`config.mk`:
```
export PLATFORM = sky130hd
export DESIGN_NAME = irq_arbiter
export DESIGN_NICKNAME = d
export VERILOG_FILES = /design/src/rtl/irq_pkg.sv /design/src/rtl/irq_en_regs.sv /design/src/rtl/irq_prio_enc.sv /design/src/rtl/irq_gate_reg.sv /design/src/rtl/irq_arbiter.sv
export SDC_FILE = /design/constraint.sdc
export NUM_CORES = 1
export LEC_CHECK = 0
export BUFFER_PORTS_ARGS = -buffer_cell sky130_fd_sc_hd__buf_2
export CAP_MARGIN = 10
export CORE_ASPECT_RATIO = 0.8
export CORE_UTILIZATION = 35
export CTS_BUF_LIST = sky130_fd_sc_hd__clkbuf_4
export DETAILED_ROUTE_END_ITERATION = 10
export GPL_TIMING_DRIVEN = 1
export HOLD_SLACK_MARGIN = 0.08
export PLACE_DENSITY = 0.67
export SLEW_MARGIN = 20
export SYNTH_ARGS = -nofsm -noshare
export SYNTH_HDL_FRONTEND = slang
export SYNTH_SLANG_ARGS = --single-unit
```
`constraint.sdc`:
```
create_clock -name clk_i -period 3.4 [get_ports clk_i]
set_input_delay 0.17 -clock clk_i [delete_from_list [all_inputs] [get_ports clk_i]]
set_output_delay 0.17 -clock clk_i [all_outputs]
set_load 0.05 [all_outputs]
```
`src/rtl/irq_pkg.sv`:
```
package irq_pkg;
  localparam int unsigned STAT_RDY_BIT = 15;
  localparam int unsigned STAT_EN_BIT  = 14;
  localparam int unsigned STAT_W       = 16;
  localparam int unsigned LVL_W        = 3;
endpackage

```
`src/rtl/irq_en_regs.sv`:
```
module irq_en_regs #(
  parameter int unsigned N_DEV  = 8,
  parameter int unsigned DATA_W = irq_pkg::STAT_W,
  localparam int unsigned ADDR_W = (N_DEV > 1) ? $clog2(N_DEV) : 1
) (
  input  logic              clk_i,
  input  logic              rst_ni,
  input  logic              wr_en_i,
  input  logic [ADDR_W-1:0] addr_i,
  input  logic [DATA_W-1:0] wdata_i,
  input  logic [N_DEV-1:0]  ready_i,
  output logic [N_DEV-1:0]  en_o,
  output logic [DATA_W-1:0] rdata_o
);
  logic [N_DEV-1:0] en_q;
  logic             addr_ok;

  assign addr_ok = ({1'b0, addr_i} < (ADDR_W+1)'(N_DEV));

  for (genvar g = 0; g < N_DEV; g++) begin : g_en
    always_ff @(posedge clk_i or negedge rst_ni) begin
      if (!rst_ni)
        en_q[g] <= 1'b0;
      else if (wr_en_i && addr_i == ADDR_W'(g))
        en_q[g] <= wdata_i[irq_pkg::STAT_EN_BIT];
    end
  end

  always_comb begin
    rdata_o = '0;
    if (addr_ok) begin
      rdata_o[irq_pkg::STAT_RDY_BIT] = ready_i[addr_i];
      rdata_o[irq_pkg::STAT_EN_BIT]  = en_q[addr_i];
    end
  end

  assign en_o = en_q;
endmodule

```
`src/rtl/irq_prio_enc.sv`:
```
module irq_prio_enc #(
  parameter int unsigned N_DEV = 8,
  parameter int unsigned LVL_W = irq_pkg::LVL_W,
  parameter logic [N_DEV*LVL_W-1:0] DEV_LVL = '0,
  localparam int unsigned IDX_W = (N_DEV > 1) ? $clog2(N_DEV) : 1
) (
  input  logic [N_DEV-1:0] req_i,
  output logic             found_o,
  output logic [LVL_W-1:0] lvl_o,
  output logic [IDX_W-1:0] idx_o
);
  logic [LVL_W-1:0] dev_lvl [N_DEV];

  for (genvar g = 0; g < N_DEV; g++) begin : g_lvl
    assign dev_lvl[g] = DEV_LVL[g*LVL_W +: LVL_W];
  end

  // ascending scan, strict compare: ties keep the lower index
  always_comb begin
    found_o = 1'b0;
    lvl_o   = '0;
    idx_o   = '0;
    for (int i = 0; i < N_DEV; i++) begin
      if (req_i[i] && (!found_o || dev_lvl[i] > lvl_o)) begin
        found_o = 1'b1;
        lvl_o   = dev_lvl[i];
        idx_o   = IDX_W'(i);
      end
    end
  end
endmodule

```
`src/rtl/irq_gate_reg.sv`:
```
module irq_gate_reg #(
  parameter int unsigned LVL_W = irq_pkg::LVL_W,
  parameter int unsigned IDX_W = 3
) (
  input  logic             clk_i,
  input  logic             rst_ni,
  input  logic             found_i,
  input  logic [LVL_W-1:0] lvl_i,
  input  logic [IDX_W-1:0] idx_i,
  input  logic [LVL_W-1:0] cur_pri_i,
  output logic             irq_o,
  output logic [LVL_W-1:0] lvl_o,
  output logic [IDX_W-1:0] idx_o
);
  logic fire;

  assign fire = found_i && (lvl_i > cur_pri_i);

  always_ff @(posedge clk_i or negedge rst_ni) begin
    if (!rst_ni) begin
      irq_o <= 1'b0;
      lvl_o <= '0;
      idx_o <= '0;
    end else begin
      irq_o <= fire;
      lvl_o <= fire ? lvl_i : '0;
      idx_o <= fire ? idx_i : '0;
    end
  end
endmodule

```
`src/rtl/irq_arbiter.sv`:
```
module irq_arbiter #(
  parameter int unsigned N_DEV  = 8,
  parameter int unsigned DATA_W = irq_pkg::STAT_W,
  parameter logic [N_DEV*irq_pkg::LVL_W-1:0] DEV_LVL =
    {3'd5, 3'd0, 3'd2, 3'd6, 3'd3, 3'd6, 3'd1, 3'd4},
  localparam int unsigned LVL_W = irq_pkg::LVL_W,
  localparam int unsigned IDX_W = (N_DEV > 1) ? $clog2(N_DEV) : 1
) (
  input  logic              clk_i,
  input  logic              rst_ni,
  input  logic              wr_en_i,
  input  logic [IDX_W-1:0]  addr_i,
  input  logic [DATA_W-1:0] wdata_i,
  output logic [DATA_W-1:0] rdata_o,
  input  logic [N_DEV-1:0]  ready_i,
  input  logic [LVL_W-1:0]  cur_pri_i,
  output logic              irq_o,
  output logic [LVL_W-1:0]  irq_lvl_o,
  output logic [IDX_W-1:0]  irq_idx_o
);
  logic [N_DEV-1:0] en_q;
  logic [N_DEV-1:0] req;
  logic             found;
  logic [LVL_W-1:0] win_lvl;
  logic [IDX_W-1:0] win_idx;

  irq_en_regs #(.N_DEV(N_DEV), .DATA_W(DATA_W)) u_regs (
    .clk_i   (clk_i),
    .rst_ni  (rst_ni),
    .wr_en_i (wr_en_i),
    .addr_i  (addr_i),
    .wdata_i (wdata_i),
    .ready_i (ready_i),
    .en_o    (en_q),
    .rdata_o (rdata_o)
  );

  assign req = ready_i & en_q;

  irq_prio_enc #(.N_DEV(N_DEV), .LVL_W(LVL_W), .DEV_LVL(DEV_LVL)) u_enc (
    .req_i   (req),
    .found_o (found),
    .lvl_o   (win_lvl),
    .idx_o   (win_idx)
  );

  irq_gate_reg #(.LVL_W(LVL_W), .IDX_W(IDX_W)) u_gate (
    .clk_i     (clk_i),
    .rst_ni    (rst_ni),
    .found_i   (found),
    .lvl_i     (win_lvl),
    .idx_i     (win_idx),
    .cur_pri_i (cur_pri_i),
    .irq_o     (irq_o),
    .lvl_o     (irq_lvl_o),
    .idx_o     (irq_idx_o)
  );
endmodule

```
# ---- Yosys cells after proc, flatten, opt, wreduce, memory -nomap -nowiden
# Index checks and enable logic that the tools add are counted.
dict set report word_totals {
  register_bits 15
  latchBits 0
  ramBits 0
  rom_bits 0
  input_bits 33
  out_inout_bits 23
  elab_cells 88
  memories 0
}
dict set report op_classes {
  n_addsub 0
  multipliers 0
  div 0
  magnitude_cmp 9
  eq_ne 7
  shifts 0
  mux 29
  n_bitwise 1
  reduce_logical 31
}
# cell count
set op_table {}
lappend op_table {{$mux 3} 14}
lappend op_table {{$logic_and 1x1->1} 16}
lappend op_table {{$eq 3x3->1 const B} 4}
lappend op_table {{$mux 1} 11}
lappend op_table {{$gt 3x3->1 const A} 3}
lappend op_table {{$and 8x8->8} 1}
lappend op_table {{$logic_not 1->1} 7}
lappend op_table {{$logic_or 1x1->1} 7}
lappend op_table {{$bmux 1 s3} 2}
lappend op_table {{$eq 3x2->1 const B} 2}
lappend op_table {{$gt 1x3->1 const A} 2}
lappend op_table {{$gt 2x3->1 const A} 2}
lappend op_table {{$lt 3x4->1 const B} 1}
lappend op_table {{$mux 2} 2}
lappend op_table {{$eq 3x1->1 const B} 1}
lappend op_table {{$gt 3x3->1} 1}
lappend op_table {{$logic_not 3->1} 1}

# ---- Depth between registers and ports, before layout
dict set report depth {
  word_depth 33
  depth_mapped 9
  mapped_depth_nobuf 9
}

# ---- Modules after synthesis
# A second synthesis with hierarchy kept.
dict set report unflattened {
  cells_unflattened 111
  area_unflattened_um2 1081.0
}
# mod instances cells_each area_each_um2 seq_area_each_um2
set modules_own_cells {}
lappend modules_own_cells {irq_en_regs 1 58 605.6 200.2}
lappend modules_own_cells {irq_gate_reg 1 24 309.0 175.2}
lappend modules_own_cells {irq_prio_enc 1 21 116.4 0.0}
lappend modules_own_cells {irq_arbiter 1 8 50.0 0.0}

# ---- Worst setup path after synthesis
# OpenSTA, ideal clock, no wires.
dict set report synth_path {
  path_type {flip-flop to flip-flop}
  startpoint {register u_regs.en_q[4], in the netlist u_regs.en_o[4]}
  endpoint {register u_gate.lvl_o[1]}
  setup_time_ps 149
  arrival_ps 2435
  t_required_ps 3251
  slack_ps 816
  path_stages_with_launch 10
  path_buffers 0
  path_cell_list {dfrtp_1 -> a222oi_1 -> a32oi_1 -> inv_1 -> a31oi_1 -> ha_1 -> nor2b_1 -> o21a_1 -> o211ai_1 -> a311oi_1}
}
dict set report synth_between {
  elab_chain_cells 18
  elab_cells_between_ends 25
  cone_classes {order compare: 4; mux: 9; bitwise: 1; reduce/logical: 11}
}
# element line_no
set synth_lines {}
lappend synth_lines {{start: declaration} irq_en_regs.sv:15} ;# logic [N_DEV-1:0] en_q;
lappend synth_lines {{start signal: indexed assignment} irq_en_regs.sv:25} ;# en_q[g] <= wdata_i[irq_pkg::STAT_EN_BIT];
lappend synth_lines {{$and 8x8->8 *} irq_arbiter.sv:38} ;# assign req = ready_i & en_q;
lappend synth_lines {{$logic_and 1x1->1 *} irq_prio_enc.sv:24} ;# if (req_i[i] && (!found_o || dev_lvl[i] > lvl_o)) begin
lappend synth_lines {{$mux 3 / $mux 1 (equally long branches)} irq_prio_enc.sv:24}
lappend synth_lines {{$gt 2x3->1 / $logic_not 1->1 (equally long branches)} irq_prio_enc.sv:24}
lappend synth_lines {{$logic_or 1x1->1} irq_prio_enc.sv:24}
lappend synth_lines {{$logic_and 1x1->1} irq_prio_enc.sv:24}
lappend synth_lines {{$mux 3 / $mux 1 (equally long branches)} irq_prio_enc.sv:24}
lappend synth_lines {{$gt 1x3->1 / $logic_not 1->1 (equally long branches)} irq_prio_enc.sv:24}
lappend synth_lines {{(+2 left out)} -}
lappend synth_lines {{$mux 3 / $mux 1 (equally long branches)} irq_prio_enc.sv:24}
lappend synth_lines {{$gt 3x3->1 / $logic_not 1->1 (equally long branches)} irq_prio_enc.sv:24}
lappend synth_lines {{$logic_or 1x1->1} irq_prio_enc.sv:24}
lappend synth_lines {{$logic_and 1x1->1} irq_prio_enc.sv:24}
lappend synth_lines {{$mux 3} irq_prio_enc.sv:24}
lappend synth_lines {{$gt 3x3->1} irq_gate_reg.sv:17} ;# assign fire = found_i && (lvl_i > cur_pri_i);
lappend synth_lines {{$logic_and 1x1->1} irq_gate_reg.sv:17}
lappend synth_lines {{$mux 3 *} irq_gate_reg.sv:26} ;# lvl_o <= fire ? lvl_i : '0;
lappend synth_lines {{end signal: assignment} irq_gate_reg.sv:26}
lappend synth_lines {{end: declaration} irq_gate_reg.sv:12} ;# output logic [LVL_W-1:0] lvl_o,
# Every way passes the cells marked *; elsewhere a longest branch is shown, timed or not.
# A chain may end at the register's enable or synchronous reset.

# ---- Final worst setup path
# Same ends and word-level chain as after synthesis.

==> impl_metrics.csv <==
group,metric,value,unit
clock_network,cts_tree,"yes",
sta,hold_viol_final,0,
critical_path,cp_max_fo,8,
detailed_routing,met1Wirelength,904,µm
hold_path,hp-class,"in -> reg",
detailed_routing,routed-via-count,844,
final_layout,final_common_cell,"buf_2",
critical_path,startpoint_type,"register",
final_layout,area_growth,15.47,%
logic_synthesis,synth_cell_types,32,
final_layout,multi_input_comb_area,589.3,µm²
logic_synthesis,synth_edf_count,0,
global_routing,track_usage,0.1417,
critical_path,path_class,"reg -> reg",
final_layout,fin_nets,167,
status,outcome,"complete, no violations",
placed_design,io_buffers,26,
detailed_routing,drt_iter0_markers,29,
final_layout,stdcell_count,168,
clock_network,path_clk_slew,0.09,ns
die,die_x,63.05,µm
detailed_routing,ant_nets,0,
detailed_routing,wl_per_cell,11.96,µm
logic_synthesis,synth_seq_cells,15,
final_layout,n_fill_cell,284,
sta,fin_ws,0.8648,ns
logic_synthesis,ys_seq_area_frac,0.3597,
final_layout,layout_common_cells,"buf_2, dfrtp_1, conb_1",
clock_network,clock-root-buffer,"clkbuf_4",
sta,period_minus_slack,2.535,ns
detailed_routing,firstDrtPassIters,4,
logic_synthesis,synth_cells,101,
placed_design,place_area,1165,µm²
clock_network,clock_sinks,15,
placed_design,gp_congestion,0.8118,
final_layout,diodes,0,
sta,max_freq,0.3944,GHz
die,ioPinCount,56,
global_routing,grt-ovfl-total,0,
detailed_routing,vias_per_cell,5.024,
final_layout,regArea,375.4,µm²
detailed_routing,maxUsedRoutingLayer,"met4",
clock_network,cts_max_level,1,
logic_synthesis,synth_area,1044,µm²
global_routing,antenna_found_initial,0,
sta,finClkSkew,0.01196,ns
critical_path,cp-end-kind,"register",
logic_synthesis,async_flop_share,1.000,
placed_design,dp_cells,163,
pwr,p_total,0.7084,mW
final_layout,layout-drive-gt1-share,0.3462,
detailed_routing,wl_met2,979,µm
die,fp-row-count,17,
sta,setup_violations,0,
die,initial_core_util,0.3745,
clock_network,cts.repair.resized,0,
global_routing,grt_max_degree,16,
die,core_area,2786,µm²
final_layout,final_util,0.4324,
die,die-area,3205,µm²
clock_network,numCtsBuffers,3,
clock_network,clk_latency,0.28,ns
clock_network,post-cts-setup-buffer-count,0,
detailed_routing,wirelength,2009,µm
sta,rsz0062_at_grt,"no",
pwr,ir_worst_vdd,0.0002494,V
sta,slew_viol_final,0,
job,cap_violations,0,
detailed_routing,wl_met3,115,µm
sta,fin_crit_sh,0.7457,
placed_design,place_hpwl,1617,µm
final_layout,design_area,1205,µm²
detailed_routing,drc,0,
placed_design,post-place-ws,0.8885,ns
sta,whs,0.2091,ns
critical_path,critPathRequiredTime,3.53,ns
critical_path,cp.arrival,2.67,ns
logic_synthesis,synth_flop_cell,"dfrtp_1",
pwr,p_per_area,587.9,nW/µm²
global_routing,grt_pass1_vias,776,
logic_synthesis,synth.avg_cell_area,10.33,µm²
logic_synthesis,yosys_warnings,0,
pwr,p_leak,0.5803,nW
clock_network,cts_max_path_buffers,2,
global_routing,grt_pass1_wl,3456,µm
die,die_y,50.84,µm
sta,setup_tns,0,ns
-- registers in the layout, summed over array words and instances (netlist names) --
signal and count:
u_gate.idx_o 3, u_gate.irq_o 1, u_gate.lvl_o 3, u_regs.en_o 8
-- repair_timing --
item / CTS / global route
hold buffers: 1 / 0
endpoints found under the setup margin: 0 / 0
hold endpoints to repair: 15 / 0
-- metal layers --
layer,up-vias,GRT usage
met5,-,0
met4,0,0.03488
met3,2,0.04911
met2,32,0.2384
met1,403,0.1742
li1,407,-
-- path summary, 6_finish.rpt --
kind                                    to  slack (ns)      startpoint  cells past startpoint
max                        u_gate.lvl_o[1]        0.86  u_regs.en_o[4]                     10
min                        u_gate.lvl_o[2]        0.21      ready_i[7]                      3
max reg2reg                u_gate.lvl_o[1]        0.86  u_regs.en_o[4]                     10
min reg2reg                 u_regs.en_o[5]        0.58  u_regs.en_o[5]                      1
max in group asynchronous  u_gate.lvl_o[2]        2.83          rst_ni                      2
min in group asynchronous   u_regs.en_o[7]        0.32          rst_ni                      2
-- cell usage after synthesis (all sizes together) (2+ instances only) --
cell	n	area (µm²)
ha	3	37.54
a222oi	2	20.02
nand2	12	45.04
nand4b	2	17.52
o21ai	2	10.01
mux4	4	97.59
buf	14	105.1
a21oi	2	10.01
inv	4	15.01
nor3b	2	15.01
nor3	2	10.01
and2	4	26.28
nor2	2	7.510
dfrtp	15	375.4
clkbuf	2	7.510
a32oi	3	26.28
a31oi	3	18.77
mux2	10	112.6
nand4	2	12.51
-- worst max-delay path: stages, from the launching register on --
cell and delay, ns:
dfrtp_1 0.43, a222oi_1 0.34, buf_4 0.21, a32oi_1 0.14
inv_1 0.11, a31oi_1 0.06, ha_1 0.31, nor2b_1 0.13
o21a_1 0.17, o211ai_1 0.38, a311oi_1 0.09
-- cell type report --
class,count,area share
clock buffer,4,0.02492
inverter,4,0.01246
multi-input combinational,79,0.4891
sequential,15,0.3115
tap,38,0.03946
timing repair buffer,28,0.1225
-- power breakdown --
part	internal [mW]	total [mW]	leakage [nW]	switching, mW
combinational	0.110	0.350	0.373	0.240
sequential	0.224	0.253	0.189	0.0290
clock	0.0535	0.106	0.0184	0.0527
-- kinds of logic (layout without fill, tap and decap cells) --
family          Yosys count  after routing  share of synthesized area
mux                      14             14                     0.2014
flops                    15             15                     0.3597
other cells               1             14                   0.003594
compound gates           17             17                     0.1199
simple gates             31             31                     0.1571
fa+ha+maj                 3              3                    0.03598
buf+inv                  20             36                     0.1223
Power figures use the tool's default switching activity.
